[src/rtl/cc_wb_pkg.sv]
package cc_wb_pkg;
  typedef enum logic [1:0] {CC_GT = 2'd0, CC_EQ = 2'd1, CC_LT = 2'd2, CC_UN = 2'd3} cc_e;
  typedef enum logic [2:0] {
    RULE_TR = 3'd0, RULE_EQ = 3'd1, RULE_NE = 3'd2, RULE_LT = 3'd3,
    RULE_GE = 3'd4, RULE_LE = 3'd5, RULE_GT = 3'd6, RULE_FL = 3'd7
  } rule_e;
  localparam int unsigned DATA_W = 32;
  localparam int unsigned EXP_W  = 8;
  localparam int unsigned MAN_W  = 23;
endpackage

[src/rtl/cc_lane_cond.sv]
module cc_lane_cond
  import cc_wb_pkg::*;
#(
  parameter int unsigned EW = EXP_W,
  parameter int unsigned MW = MAN_W,
  parameter int unsigned W  = EW + MW + 1
) (
  input  logic [W-1:0] val_i,
  input  logic         sat_i,
  input  logic         int_i,
  output logic [W-1:0] val_o,
  output cc_e          cc_o
);
  localparam logic [EW-1:0] BIAS = EW'((1 << (EW - 1)) - 1);
  localparam logic [W-1:0]  ONE  = {1'b0, BIAS, {MW{1'b0}}};

  logic in_nan, in_zero, above_one;
  assign in_nan    = (&val_i[W-2 -: EW]) && (|val_i[MW-1:0]);
  assign in_zero   = ~|val_i[W-2:0];
  assign above_one = !val_i[W-1] && (val_i[W-2:0] > ONE[W-2:0]);

  // clamp first, classify the clamped value
  always_comb begin
    val_o = val_i;
    if (sat_i && !int_i && !in_nan) begin
      if (val_i[W-1] && !in_zero) val_o = '0;
      else if (above_one)         val_o = ONE;
    end
  end

  logic out_nan, out_zero;
  assign out_nan  = (&val_o[W-2 -: EW]) && (|val_o[MW-1:0]);
  assign out_zero = ~|val_o[W-2:0];

  always_comb begin
    if (int_i) begin
      if (val_o[W-1])      cc_o = CC_LT;
      else if (~|val_o)    cc_o = CC_EQ;
      else                 cc_o = CC_GT;
    end else if (out_nan)  cc_o = CC_UN;
    else if (out_zero)     cc_o = CC_EQ;
    else if (val_o[W-1])   cc_o = CC_LT;
    else                   cc_o = CC_GT;
  end
endmodule

[src/rtl/cc_lane_test.sv]
module cc_lane_test
  import cc_wb_pkg::*;
(
  input  cc_e   cc_i,
  input  rule_e rule_i,
  output logic  pass_o
);
  always_comb begin
    unique case (rule_i)
      RULE_TR: pass_o = 1'b1;
      RULE_EQ: pass_o = (cc_i == CC_EQ);
      RULE_NE: pass_o = (cc_i != CC_EQ);
      RULE_LT: pass_o = (cc_i == CC_LT);
      RULE_GE: pass_o = (cc_i == CC_GT) || (cc_i == CC_EQ);
      RULE_LE: pass_o = (cc_i == CC_LT) || (cc_i == CC_EQ);
      RULE_GT: pass_o = (cc_i == CC_GT);
      default: pass_o = 1'b0;
    endcase
  end
endmodule

[src/rtl/cc_writeback.sv]
module cc_writeback
  import cc_wb_pkg::*;
#(
  parameter int unsigned N = 4,
  parameter int unsigned W = DATA_W
) (
  input  logic                       clk_i,
  input  logic                       rst_ni,
  input  logic                       start_i,
  input  logic                       valid_i,
  input  logic [N*W-1:0]             result_i,
  input  logic [N*W-1:0]             dest_old_i,
  input  logic [N-1:0]               wmask_i,
  input  logic [N*$clog2(N)-1:0]     swz_i,
  input  logic [2:0]                 rule_i,
  input  logic                       cc_sel_i,
  input  logic                       cc_upd_i,
  input  logic                       cc_tgt_i,
  input  logic                       sat_i,
  input  logic                       int_i,
  output logic [N*W-1:0]             dest_o,
  output logic [2*N-1:0]             cc0_o,
  output logic [2*N-1:0]             cc1_o,
  output logic [N-1:0]               test_o
);
  localparam int unsigned SW  = $clog2(N);
  localparam int unsigned CCW = 2 * N;
  localparam logic [CCW-1:0] ALL_EQ = {N{2'b01}};

  logic [CCW-1:0] cc0_q, cc1_q, cc0_nxt, cc1_nxt, cc_src;
  logic [N*W-1:0] merged, dest_q;
  logic [N-1:0]   pass, wr, test_q;
  logic           upd0, upd1;

  assign cc_src = cc_sel_i ? cc1_q : cc0_q;
  assign upd0   = valid_i && cc_upd_i && !cc_tgt_i;
  assign upd1   = valid_i && cc_upd_i &&  cc_tgt_i;

  for (genvar k = 0; k < N; k++) begin : g_lane
    logic [SW-1:0] idx;
    logic [1:0]    swz_cc;
    logic [W-1:0]  cond_val;
    cc_e           lane_cc;

    assign idx    = swz_i[k*SW +: SW];
    assign swz_cc = cc_src[2*idx +: 2];

    cc_lane_test u_test (
      .cc_i   (cc_e'(swz_cc)),
      .rule_i (rule_e'(rule_i)),
      .pass_o (pass[k])
    );

    cc_lane_cond #(.EW(EXP_W), .MW(MAN_W), .W(W)) u_cond (
      .val_i (result_i[k*W +: W]),
      .sat_i (sat_i),
      .int_i (int_i),
      .val_o (cond_val),
      .cc_o  (lane_cc)
    );

    assign wr[k]              = wmask_i[k] && pass[k];
    assign merged[k*W +: W]   = wr[k] ? cond_val : dest_old_i[k*W +: W];
    assign cc0_nxt[2*k +: 2]  = (upd0 && wr[k]) ? 2'(lane_cc) : cc0_q[2*k +: 2];
    assign cc1_nxt[2*k +: 2]  = (upd1 && wr[k]) ? 2'(lane_cc) : cc1_q[2*k +: 2];

    assert_keep_old_R5: assert property (@(posedge clk_i) disable iff (!rst_ni)
      (valid_i && !wmask_i[k]) |=> dest_o[k*W +: W] == $past(dest_old_i[k*W +: W]));
    assert_cc_keep_R6: assert property (@(posedge clk_i) disable iff (!rst_ni)
      (!start_i && !wr[k]) |=> (cc0_o[2*k +: 2] == $past(cc0_o[2*k +: 2]) &&
                                cc1_o[2*k +: 2] == $past(cc1_o[2*k +: 2])));
    assert_int_no_un_R8: assert property (@(posedge clk_i) disable iff (!rst_ni)
      (valid_i && !start_i && int_i && cc_upd_i && wr[k]) |=>
        (($past(cc_tgt_i) ? cc1_o[2*k +: 2] : cc0_o[2*k +: 2]) != 2'b11));
  end

  always_ff @(posedge clk_i or negedge rst_ni) begin
    if (!rst_ni) begin
      cc0_q  <= ALL_EQ;
      cc1_q  <= ALL_EQ;
      dest_q <= '0;
      test_q <= '0;
    end else begin
      if (start_i) begin
        cc0_q <= ALL_EQ;
        cc1_q <= ALL_EQ;
      end else begin
        cc0_q <= cc0_nxt;
        cc1_q <= cc1_nxt;
      end
      if (valid_i) begin
        dest_q <= merged;
        test_q <= pass;
      end
    end
  end

  assign dest_o = dest_q;
  assign test_o = test_q;
  assign cc0_o  = cc0_q;
  assign cc1_o  = cc1_q;

  assert_start_eq_R1: assert property (@(posedge clk_i) disable iff (!rst_ni)
    start_i |=> (cc0_o == ALL_EQ && cc1_o == ALL_EQ));
  assert_fl_none_R4: assert property (@(posedge clk_i) disable iff (!rst_ni)
    (valid_i && rule_i == 3'd7) |=> test_o == '0);
  assert_hold_R9: assert property (@(posedge clk_i) disable iff (!rst_ni)
    !valid_i |=> ($stable(dest_o) && $stable(test_o)));
endmodule

[config.mk]
export PLATFORM = sky130hd
export DESIGN_NAME = cc_writeback
export DESIGN_NICKNAME = d
export VERILOG_FILES = /design/src/rtl/cc_wb_pkg.sv /design/src/rtl/cc_lane_cond.sv /design/src/rtl/cc_lane_test.sv /design/src/rtl/cc_writeback.sv
export SDC_FILE = /design/constraint.sdc
export NUM_CORES = 1
export LEC_CHECK = 0
export BUFFER_PORTS_ARGS = -buffer_cell sky130_fd_sc_hd__buf_2
export CORE_AREA = 2 2 167 169
export CTS_CLUSTER_DIAMETER = 80
export CTS_CLUSTER_SIZE = 16
export DETAILED_ROUTE_END_ITERATION = 6
export DIE_AREA = 0 0 169 171
export HOLD_SLACK_MARGIN = 0.12
export PLACE_DENSITY = 0.68
export SYNTH_ARGS = -nofsm -noshare
export SYNTH_HDL_FRONTEND = slang
export SYNTH_SLANG_ARGS = --single-unit
[constraint.sdc]
create_clock -name clk_i -period 4.7 [get_ports clk_i]
set_input_delay 0.47 -clock clk_i [delete_from_list [all_inputs] [get_ports clk_i]]
set_output_delay 0.47 -clock clk_i [all_outputs]
set_load 0.01 [all_outputs]
==> results.toml <==
[power]
p_int_uw = 2588
vdd_drop_max_mv = 0.1655
seq_power_share_pct = 40.3
power_frac_clock_pct = 38.2
total_power_uw = 3718
p_switching_uw = 1130
powerDensity_mw_per_mm2 = 330.5
p_comb_share_pct = 21.5
switching_share_pct = 30.40
p_leak_uw = 0.005190

[timing]
period_needed_ns = 3.034
totalNegativeSetupSlack_ns = 0
slew_viol_final = 0
final-hold-violation-count = 0
rsz0062_at_grt = "false"
worst_pin_slew_ns = 0.9284
final-setup-viol-count = 0
relSlewSlack_pct = 37.93
period_share_pct = 64.55
timing.fmax_mhz = 329.6
skew_ns = 0.01976

[layout]
drive_gt1_share_pct = 40.81
fin_area_sq_mm = 0.01125
fin_nets = 1519
layout_commonest_cell = "buf_2"
syn_to_final_growth_pct = 36.59
layout_common_cells = "buf_2, dfrtp_1, nor2b_1"
fillers = 2748

[place]
place_area_sq_mm = 0.01064
hpwl_um = 24810
io_buffers = 427
finalWeightedCongestion = 0.9281

[drt]
drt_pre_antenna_iters = 5
routedWlPerCell_um = 20.13
ant_nets = 0
vias = 8671
first_iter_violations = 513
totalWireLength_um = 32310
viasPerCell = 5.402
route.detailed.drc = 0

[critical_path]
cp.required_ns = 5.00
reg2reg_from = "cc1_o[2]"
cp_slowest_cell = "mux4_1"
r2r_slack_ns = 1.67
cpPeakStageDelay_ns = 0.59
rr_worst_depth = 9
crit_fanout = 41
path_cells = "mux2_4 -> mux4_1 -> nor3_1 -> a22oi_2 -> buf_4 -> nand2_1 -> buf_4 -> nand2_1 -> mux2_2"
end_kind = "flop"
critPathArrivalTime_ns = 3.33
cp-start-kind = "flop"
r2r-end = "cc0_o[3]"
path_class = "flop to flop"

[global_routing]
grt_pass1_vias = 8583
antenna_found_initial = 11
grt_usage_pct = 21.64
grt.overflow.total = 0
grt_max_degree = 126
grt_pass1_wl_um = 48560

[clock_network]
tritoncts.num_buffers = 17
root_buffer = "clkbuf_16"
cts_resized = 0
clockBufferDepth = 2
hold_buffers = 0
post_cts_buffers = 0
cts_tree = "built"
clock-sinks = 148
clk_pin_slew_worst_paths_ns = 0.07
clock_latency_ns = 0.42
htreeDepth = 4

[floorplan]
core_area_sq_mm = 0.02732
chipWidth_um = 169
die_h_um = 171
num_rows = 61
die-area_sq_mm = 0.02890
start_util_pct = 30.14
pin_count = 428

[logic_synthesis]
synth_top_flop_cell = "dfrtp_1"
synthTopCellsByArea = "dfrtp_1, a221o_1, nor2b_1"
synth.avg_cell_area_sq_um = 9.779
async_flop_share_pct = 100.0
synth-seq-cells = 148
netlist.top_cell.by_area = "dfrtp_1"
synthCells = 842
ys_types = 59
synth_seq_area_share_pct = 45.10
syn_nets = 1122
synth_edf_count = 0
syn_area_sq_mm = 0.008234
synth_top_area_share_pct = 42.55
yosys_warnings = 0

[outcome]
status = "finished, final reports clean"

[flow_run]
maxCapViolCount = 0

[hold_path]
hold_class = "input port to async pin"
## synth_stat cells, types with 2 or more instances
cell        n
a211oi_1    9
nand3_1    64
mux2i_1    14
o21ai_0    12
and2_1      4
a211o_1     2
nand3b_1    9
nand4_1     7
buf_6       6
mux2_4      4
inv_1      15
and3_1      4
a221o_2     3
dfstp_2     8
and2_0      2
mux2_2      5
a21oi_1    17
or4_1       4
nor2b_1    79
or3_1       3
buf_2      11
nor2_1     73
a221o_1    67
o21ai_1     2
a21boi_2    2
o221ai_1    8
clkbuf_1   44
a31oi_1    50
or3b_2      2
dfrtp_1   140
o211ai_1   38
and4_1      2
and3b_1     2
o221a_2     2
nor4_1     27
nor3b_1     2
a22oi_1     3
mux4_2      7
nand2b_1   19
nand2_1    29
nor3_1     22
or2_2       2
## flip-flops by register name, summed over array words and instances (netlist names)
name and cells:
cc0_o 8, cc1_o 8, dest_o 128, test_o 4
## routing by layer
metal  global-route usage [%]  wire [um]
met1                    26.38      13260
met2                    37.22      15810
met4                    7.284        729
met5                        0         68
met3                    5.667       2443
## kinds of logic (layout without fill, tap and decap cells)
family          Yosys count  after routing  synth area share (%)
simple gates            358            358                 23.29
buf+inv                  77            487                 4.270
other cells               0              7                     0
flops                   148            148                 45.10
compound gates          226            226                 21.77
xor+xnor                  2              2                0.2128
mux                      31             31                 5.349
## final cells by class
cell class / count / area (sq um) / area share, %
clock buffers: 20 / 446.7 / 3.972
clock inverters: 12 / 146.4 / 1.302
flip-flops and latches: 148 / 3714 / 33.02
well taps: 346 / 432.9 / 3.849
repair buffers: 440 / 2260 / 20.09
inverters: 15 / 56.30 / 0.5006
multi-input cells: 617 / 4174 / 37.11
diodes: 7 / 17.52 / 0.1557
## worst max-delay path, delay by kind of cell, from the launching register on
kind / cells / cell delay [ns]
simple gates: 3 / 0.60
compound gates: 1 / 0.13
mux: 3 / 1.18
flops: 1 / 0.39
buf+inv: 2 / 0.62
## through the flow
step / setup WS [ns] / cells / utilization [%] / hold WS (ns)
after floorplan: 1.891 / 842 / - / 0.1744
after global placement: 1.337 / 1566 / 38.93 / 0.5016
after detailed placement: 1.274 / 1566 / 38.93 / 0.5111
after CTS: 1.655 / 1598 / 41.10 / 0.1675
after global routing: 1.413 / 1604 / 41.15 / 0.1905
final: 1.666 / 1605 / 41.16 / 0.1321
## power by group through the flow
stage	Sequential [uW]	Clock (uW)	Combinational, uW
floorplan	1580	0	325
global placement	1520	0	796
detailed placement	1510	0	808
CTS	1500	1460	807
global route	1510	1510	879
finish	1500	1420	799
## worst max-delay path by stage
stage	startpoint	end	slack [ns]	cells after the start
6_report	cc1_o[2]	cc0_o[3]	1.67	9
5_1_grt	cc0_o[4]	cc0_o[3]	1.41	9
4_1_cts	cc0_o[4]	dest_o[22]	1.66	8
3_5_place_dp	cc_sel_i	cc0_o[3]	1.27	10
3_3_place_gp	cc_sel_i	cc0_o[3]	1.34	10
2_1_floorplan	cc_sel_i	dest_o[100]	1.89	9
Power figures use the tool's default switching activity.
